--- src/rtl/eye_scan_pkg.sv ---
package eye_scan_pkg;

    localparam int PRBS_LEN = 7;

    typedef logic [PRBS_LEN-1:0] prbs_hist_t;

    typedef enum logic [2:0] {
        ST_IDLE,
        ST_SETTLE,
        ST_SEED,
        ST_CHECK,
        ST_EVAL
    } scan_state_e;

    // hist[0] is the oldest bit (n-7), hist[6] the newest (n-1)
    function automatic prbs_hist_t prbs7_advance(prbs_hist_t h);
        return {h[0] ^ h[1], h[PRBS_LEN-1:1]};
    endfunction

endpackage

--- src/rtl/eye_scan_prbs.sv ---
module eye_scan_prbs
    import eye_scan_pkg::*;
#(
    parameter int DATA_W = 8
) (
    input  logic              clk,
    input  logic              rst,
    input  logic              seed_en,
    input  logic              chk_en,
    input  logic [DATA_W-1:0] rx_data,
    output logic              word_bad
);

    prbs_hist_t        hist_q;
    prbs_hist_t        hist_nx;
    logic [DATA_W-1:0] pred;

    always_comb begin
        hist_nx = hist_q;
        pred    = '0;
        for (int i = 0; i < DATA_W; i++) begin
            hist_nx = prbs7_advance(hist_nx);
            pred[i] = hist_nx[PRBS_LEN-1];
        end
    end

    assign word_bad = (pred != rx_data);

    always_ff @(posedge clk) begin
        if (rst) begin
            hist_q <= '0;
        end else if (seed_en) begin
            hist_q <= rx_data[DATA_W-1 -: PRBS_LEN];
        end else if (chk_en) begin
            hist_q <= hist_nx;
        end
    end

endmodule

--- src/rtl/eye_scan_seq.sv ---
module eye_scan_seq
    import eye_scan_pkg::*;
#(
    parameter int PHASE_W    = 5,
    parameter int DWELL_W    = 8,
    parameter int SETTLE_CYC = 3
) (
    input  logic               clk,
    input  logic               rst,
    input  logic               start,
    input  logic [PHASE_W-1:0] first_code,
    input  logic [PHASE_W-1:0] last_code,
    input  logic [DWELL_W-1:0] dwell_words,
    input  logic               rx_valid,
    input  logic               word_bad,
    output logic [PHASE_W-1:0] phase_code,
    output logic               busy,
    output logic               scan_begin,
    output logic               seed_en,
    output logic               chk_en,
    output logic               eval_en,
    output logic               step_ok,
    output logic               scan_end
);

    localparam int SET_W = (SETTLE_CYC > 1) ? $clog2(SETTLE_CYC) : 1;
    localparam logic [SET_W-1:0] SET_LAST = SET_W'(SETTLE_CYC - 1);

    scan_state_e        state_q;
    logic [PHASE_W-1:0] phase_q;
    logic [PHASE_W-1:0] last_q;
    logic [DWELL_W-1:0] dwell_q;
    logic [DWELL_W-1:0] word_cnt;
    logic [SET_W-1:0]   settle_cnt;
    logic               err_q;

    assign phase_code = phase_q;
    assign busy       = (state_q != ST_IDLE);
    assign scan_begin = (state_q == ST_IDLE) && start;
    assign seed_en    = (state_q == ST_SEED) && rx_valid;
    assign chk_en     = (state_q == ST_CHECK) && rx_valid;
    assign eval_en    = (state_q == ST_EVAL);
    assign step_ok    = !err_q;
    assign scan_end   = eval_en && (phase_q >= last_q);

    always_ff @(posedge clk) begin
        if (rst) begin
            state_q    <= ST_IDLE;
            phase_q    <= '0;
            last_q     <= '0;
            dwell_q    <= DWELL_W'(1);
            word_cnt   <= '0;
            settle_cnt <= '0;
            err_q      <= 1'b0;
        end else begin
            unique case (state_q)
                ST_IDLE: begin
                    if (start) begin
                        phase_q    <= first_code;
                        last_q     <= last_code;
                        dwell_q    <= (dwell_words == '0) ? DWELL_W'(1) : dwell_words;
                        settle_cnt <= '0;
                        state_q    <= ST_SETTLE;
                    end
                end
                ST_SETTLE: begin
                    if (settle_cnt == SET_LAST) begin
                        settle_cnt <= '0;
                        state_q    <= ST_SEED;
                    end else begin
                        settle_cnt <= settle_cnt + 1'b1;
                    end
                end
                ST_SEED: begin
                    if (rx_valid) begin
                        word_cnt <= '0;
                        err_q    <= 1'b0;
                        state_q  <= ST_CHECK;
                    end
                end
                ST_CHECK: begin
                    if (rx_valid) begin
                        err_q <= err_q | word_bad;
                        if (word_cnt == dwell_q - 1'b1) begin
                            state_q <= ST_EVAL;
                        end else begin
                            word_cnt <= word_cnt + 1'b1;
                        end
                    end
                end
                ST_EVAL: begin
                    if (phase_q >= last_q) begin
                        state_q <= ST_IDLE;
                    end else begin
                        phase_q    <= phase_q + 1'b1;
                        settle_cnt <= '0;
                        state_q    <= ST_SETTLE;
                    end
                end
                default: state_q <= ST_IDLE;
            endcase
        end
    end

endmodule

--- src/rtl/eye_scan_tally.sv ---
module eye_scan_tally #(
    parameter int CNT_W = 6
) (
    input  logic             clk,
    input  logic             rst,
    input  logic             scan_begin,
    input  logic             eval_en,
    input  logic             step_ok,
    input  logic             scan_end,
    output logic [CNT_W-1:0] eye_width,
    output logic             eye_closed,
    output logic             done
);

    logic [CNT_W-1:0] width_nx;

    assign width_nx = eye_width + (step_ok ? CNT_W'(1) : CNT_W'(0));

    always_ff @(posedge clk) begin
        if (rst) begin
            eye_width  <= '0;
            eye_closed <= 1'b0;
            done       <= 1'b0;
        end else begin
            done <= 1'b0;
            if (scan_begin) begin
                eye_width  <= '0;
                eye_closed <= 1'b0;
            end else if (eval_en) begin
                eye_width <= width_nx;
                if (scan_end) begin
                    done       <= 1'b1;
                    eye_closed <= (width_nx == '0);
                end
            end
        end
    end

endmodule

--- src/rtl/eye_scan_ctrl.sv ---
module eye_scan_ctrl #(
    parameter int DATA_W     = 8,
    parameter int PHASE_W    = 5,
    parameter int DWELL_W    = 8,
    parameter int SETTLE_CYC = 3
) (
    input  logic               clk,
    input  logic               rst,
    input  logic               start,
    input  logic [PHASE_W-1:0] first_code,
    input  logic [PHASE_W-1:0] last_code,
    input  logic [DWELL_W-1:0] dwell_words,
    input  logic [DATA_W-1:0]  rx_data,
    input  logic               rx_valid,
    output logic [PHASE_W-1:0] phase_code,
    output logic               busy,
    output logic               done,
    output logic [PHASE_W:0]   eye_width,
    output logic               eye_closed
);

    localparam int CNT_W = PHASE_W + 1;

    logic scan_begin;
    logic seed_en;
    logic chk_en;
    logic eval_en;
    logic step_ok;
    logic scan_end;
    logic word_bad;

    eye_scan_seq #(
        .PHASE_W   (PHASE_W),
        .DWELL_W   (DWELL_W),
        .SETTLE_CYC(SETTLE_CYC)
    ) i_seq (
        .clk        (clk),
        .rst        (rst),
        .start      (start),
        .first_code (first_code),
        .last_code  (last_code),
        .dwell_words(dwell_words),
        .rx_valid   (rx_valid),
        .word_bad   (word_bad),
        .phase_code (phase_code),
        .busy       (busy),
        .scan_begin (scan_begin),
        .seed_en    (seed_en),
        .chk_en     (chk_en),
        .eval_en    (eval_en),
        .step_ok    (step_ok),
        .scan_end   (scan_end)
    );

    eye_scan_prbs #(
        .DATA_W(DATA_W)
    ) i_prbs (
        .clk     (clk),
        .rst     (rst),
        .seed_en (seed_en),
        .chk_en  (chk_en),
        .rx_data (rx_data),
        .word_bad(word_bad)
    );

    eye_scan_tally #(
        .CNT_W(CNT_W)
    ) i_tally (
        .clk       (clk),
        .rst       (rst),
        .scan_begin(scan_begin),
        .eval_en   (eval_en),
        .step_ok   (step_ok),
        .scan_end  (scan_end),
        .eye_width (eye_width),
        .eye_closed(eye_closed),
        .done      (done)
    );

endmodule

--- config.mk ---
export PLATFORM = sky130hd
export DESIGN_NAME = eye_scan_ctrl
export DESIGN_NICKNAME = d
export VERILOG_FILES = /design/src/rtl/eye_scan_pkg.sv /design/src/rtl/eye_scan_prbs.sv /design/src/rtl/eye_scan_seq.sv /design/src/rtl/eye_scan_tally.sv /design/src/rtl/eye_scan_ctrl.sv
export SDC_FILE = /design/constraint.sdc
export NUM_CORES = 1
export LEC_CHECK = 0
export CELL_PAD_IN_SITES_DETAIL_PLACEMENT = 1
export CELL_PAD_IN_SITES_GLOBAL_PLACEMENT = 1
export CORE_MARGIN = 2
export CORE_UTILIZATION = 25
export DETAILED_ROUTE_END_ITERATION = 8
export DONT_BUFFER_PORTS = 1
export GPL_TIMING_DRIVEN = 0
export PLACE_DENSITY = 0.52
export SYNTH_ARGS = -nofsm -noshare
export SYNTH_HDL_FRONTEND = slang
export SYNTH_HIERARCHICAL = 1
export SYNTH_SLANG_ARGS = --single-unit
export TNS_END_PERCENT = 10
--- constraint.sdc ---
create_clock -name clk -period 3.1 [get_ports clk]
set_clock_uncertainty 0.2 [all_clocks]
set_input_delay 0.155 -clock clk [delete_from_list [all_inputs] [get_ports clk]]
set_output_delay 0.155 -clock clk [all_outputs]
set_load 0.05 [all_outputs]
==> metrics <==
status=finished, final reports clean; NetSw=between 400 and 500 uW; Top Layer Used=met4; DRC Markers=0; global-route wire length before repair=15500 microns; largest net degree at the start of global routing=15; Sink Count=47; CP bufs+invs=0; PortBufs=0; final non-filler cell total=569; final wirelength=just over 9000 microns; CP Launch Type=register; vias per std cell=between 5 and 6; DRT iter0 DRCs=between 100 and 150; R2R depth=6; clk buf depth=2; fmax=356 MHz; vias in the first global route=3042; num rows=40; share of layout cells above drive strength 1=8.53%; TritonCTS clock tree=built; CP delay by family, top=compound AO/OA/AOI/OAI gates; CTS Root Cell=clkbuf_16; DR WL/cell=approximately 16 microns; Synth Register Bits=47; worst slew pin tran=715 ps; Post-synth EDFFs=0; CTS buffer count=5; Crit path depth=6; Peak VDD IR=around 0.00017 V; Core Area=0.0119 sq mm; # placed instances=about 530; Vias=2865; post-synth top area cell=dfxtp_1; Most used DFF post-synth=dfxtp_1; Final min period=between 2000 and 3000 ps; Async SR Flop Fraction=0%; critical-path maximum fanout=10; Final #Nets=461; DR pass1 iterations=4; Worst EP required=between 3000 and 4000 ps; final hold vios=0; starting density of the core=25.3%; Synth-to-Final Area Change=20.1%; Slew headroom=a little over half; estimated wirelength of the detail-placed design=6530 microns; area fraction of the dominant cell type after synthesis=between 30% and 40%; Met1 Wirelength=between 4000 and 5000 microns; gr ovfl total=0; worst skew pair latency=290 ps; sw frac=roughly 29%; Synth warnings=6; min-delay worst type=in2reg; gpl congestion=0.785; Max Cap Viol=0; CP Class=reg2reg; synthesized net count=427; cell count after synthesis=387; total track usage=roughly 15%; critical-path cell list=ha_1 -> a21o_1 -> a21oi_1 -> o211ai_1 -> or3b_2 -> a31oi_1; Gate power share=15.9%; sequential area share after synthesis=a little under a third; die span in x=114 microns; Pwr Density=396 mW/mm^2; max incr delay on CP=760 ps; leakage=0.00127 uW; die area=0.0129 sq mm; worst r2r src=i_seq/phase_code[1]; CP max-delay cell=dfxtp_1; Post-Syn Area per Cell=7.77 sq um; Setup crit end kind=register; CTS H-tree lvls=2; Worst Setup SP=i_seq/phase_code[1]; Reg clk slew, reported paths=70 ps; Fin Hold WS=17.3 ps; Final ANT Viol Nets=0; Die Span Y=approximately 110 microns; ANT cells=0; fin crit share=90.6%; post-synth cell types=59; met2 wire len=4250 microns; met3 routed WL=~300 microns; sequential power share=46.0%; Max Transition Viols Final=0; hold depth=3; top post-synthesis cells by area=dfxtp_1 (31%), nand2_1 (5.9%), xnor2_1 (5.5%), a21oi_1 (5.5%), ha_1 (4.2%); hold_sp=first_code[2]; IO Pins=44; initial antenna violation count=0; RSZ-0062 raised after global routing=false; cell area after synthesis=0.00301 sq mm; data arrival time of the critical path=2830 ps; Final setup viols=0; Int Power=1020 uW; clock power share=between 30% and 40%
[timing repair]
item                                   in CTS  in global routing
buffers inserted                            0                  0
gates resized for setup                     1                  5
hold buffers                               27                  0
endpoints found under the hold margin      34                  0
pin swaps                                   0                  1
setup endpoints to repair                   2                  4
[power groups by stage]
stage                     sequential [uW]  clock, uW  combinational [uW]
after global routing                  662        594                 258
final                                 659        544                 228
after global placement                672          0                 196
after detailed placement              673          0                 198
after floorplan                       665          0                 153
after CTS                             659        573                 231
[tightest hold or removal path: cells and delay by family]
kind	cells	cell delay, ps
simple gates	1	130
compound gates	2	170
[registers in the layout, indices dropped and copies added, names as in the netlist]
signal	count
i_seq/phase_code	5
i_tally/eye_closed	1
i_seq/dwell_q	8
i_seq/err_q	1
i_tally/done	1
i_prbs/hist_q	7
i_seq/word_cnt	8
i_tally/eye_width	6
i_seq/state_q	3
i_seq/last_q	5
i_seq/settle_cnt	2
[through the flow]
step	setup TNS (ps)	cell area, sq um	setup slack [ps]	power [uW]	util, %
3_3_place_gp	-85.3	3190	-45.1	868	26.9
5_1_grt	0	3610	21.2	1510	30.4
4_1_cts	0	3600	143	1460	30.4
6_report	0	3610	290	1430	30.4
3_5_place_dp	-90.7	3190	-48.2	871	26.9
2_1_floorplan	0	3010	415	818	-
[placed cells by master, fill, tap and decap left out, types with 8 or more instances in the layout]
cell	count
a211oi_1	8
a21oi_1	33
and3_1	8
clkbuf_1	13
dfxtp_1	45
dlygate4sd3_1	27
ha_1	10
inv_1	18
mux2i_1	8
nand2_1	47
nand3_1	18
nor2_1	30
nor3_1	12
o21ai_0	14
xnor2_1	19
xor2_1	13
[cell usage after synthesis, types with 2 or more instances]
cell      count
a31oi_1       4
nand4_1       5
buf_2         5
and3_1        8
o22ai_1       2
buf_6         4
nor3_1       12
nor4_1        2
a41oi_1       3
nor4b_1       2
xnor2_1      19
nor2_1       31
nand3_1      18
o311ai_0      3
ha_1         10
nand3b_1      3
xor2_1       13
nand2b_1      5
nor2b_1       2
a211oi_1      8
clkbuf_1     13
inv_1        18
dfxtp_1      47
buf_1         3
mux2i_1       8
o211ai_1      3
or4_1         3
a21o_1        2
nor4_2        2
o21ai_0      14
or3_1         6
nand2_1      47
or3b_2        2
nand4b_1      2
a32oi_1       2
a21oi_1      33
[path summary, 6_finish.rpt]
check                             end  slack, ps
hold reg to reg       i_seq/last_q[3]        260
setup reg to reg  i_seq/phase_code[2]        290
hold / removal    i_seq/phase_code[2]         20
setup / recovery  i_seq/phase_code[2]        290
[cell type report]
type                       instances  area [sq um]
inverter                          19          72.6
tap                              147           184
buffer                            27           144
timing repair buffer              27           270
sequential                        47           946
clock inverter                     2          12.5
clock buffer                       6           129
multi-input combinational        294          1850
fill                            1438          8250
[layer usage]
metal / global-route usage, % / vias to the layer above
met2: 25.6 / 40
li1: - / 1431
met3: 3.08 / 2
met1: 19.5 / 1392
met5: 0 / -
met4: 3.33 / 0
[cell families after synthesis]
group	count (synthesis)	share of synthesized area, %
DFF	47	31.3
and+or+nand+nor	159	27.3
xor gates and xnor gates	33	9.87
buffers and inverters	46	7.16
muxes	8	2.66
AOI/OAI and AO/OA	84	17.5
adders and majority gates	10	4.16
Note: power is estimated with default switching activity, not from simulation.
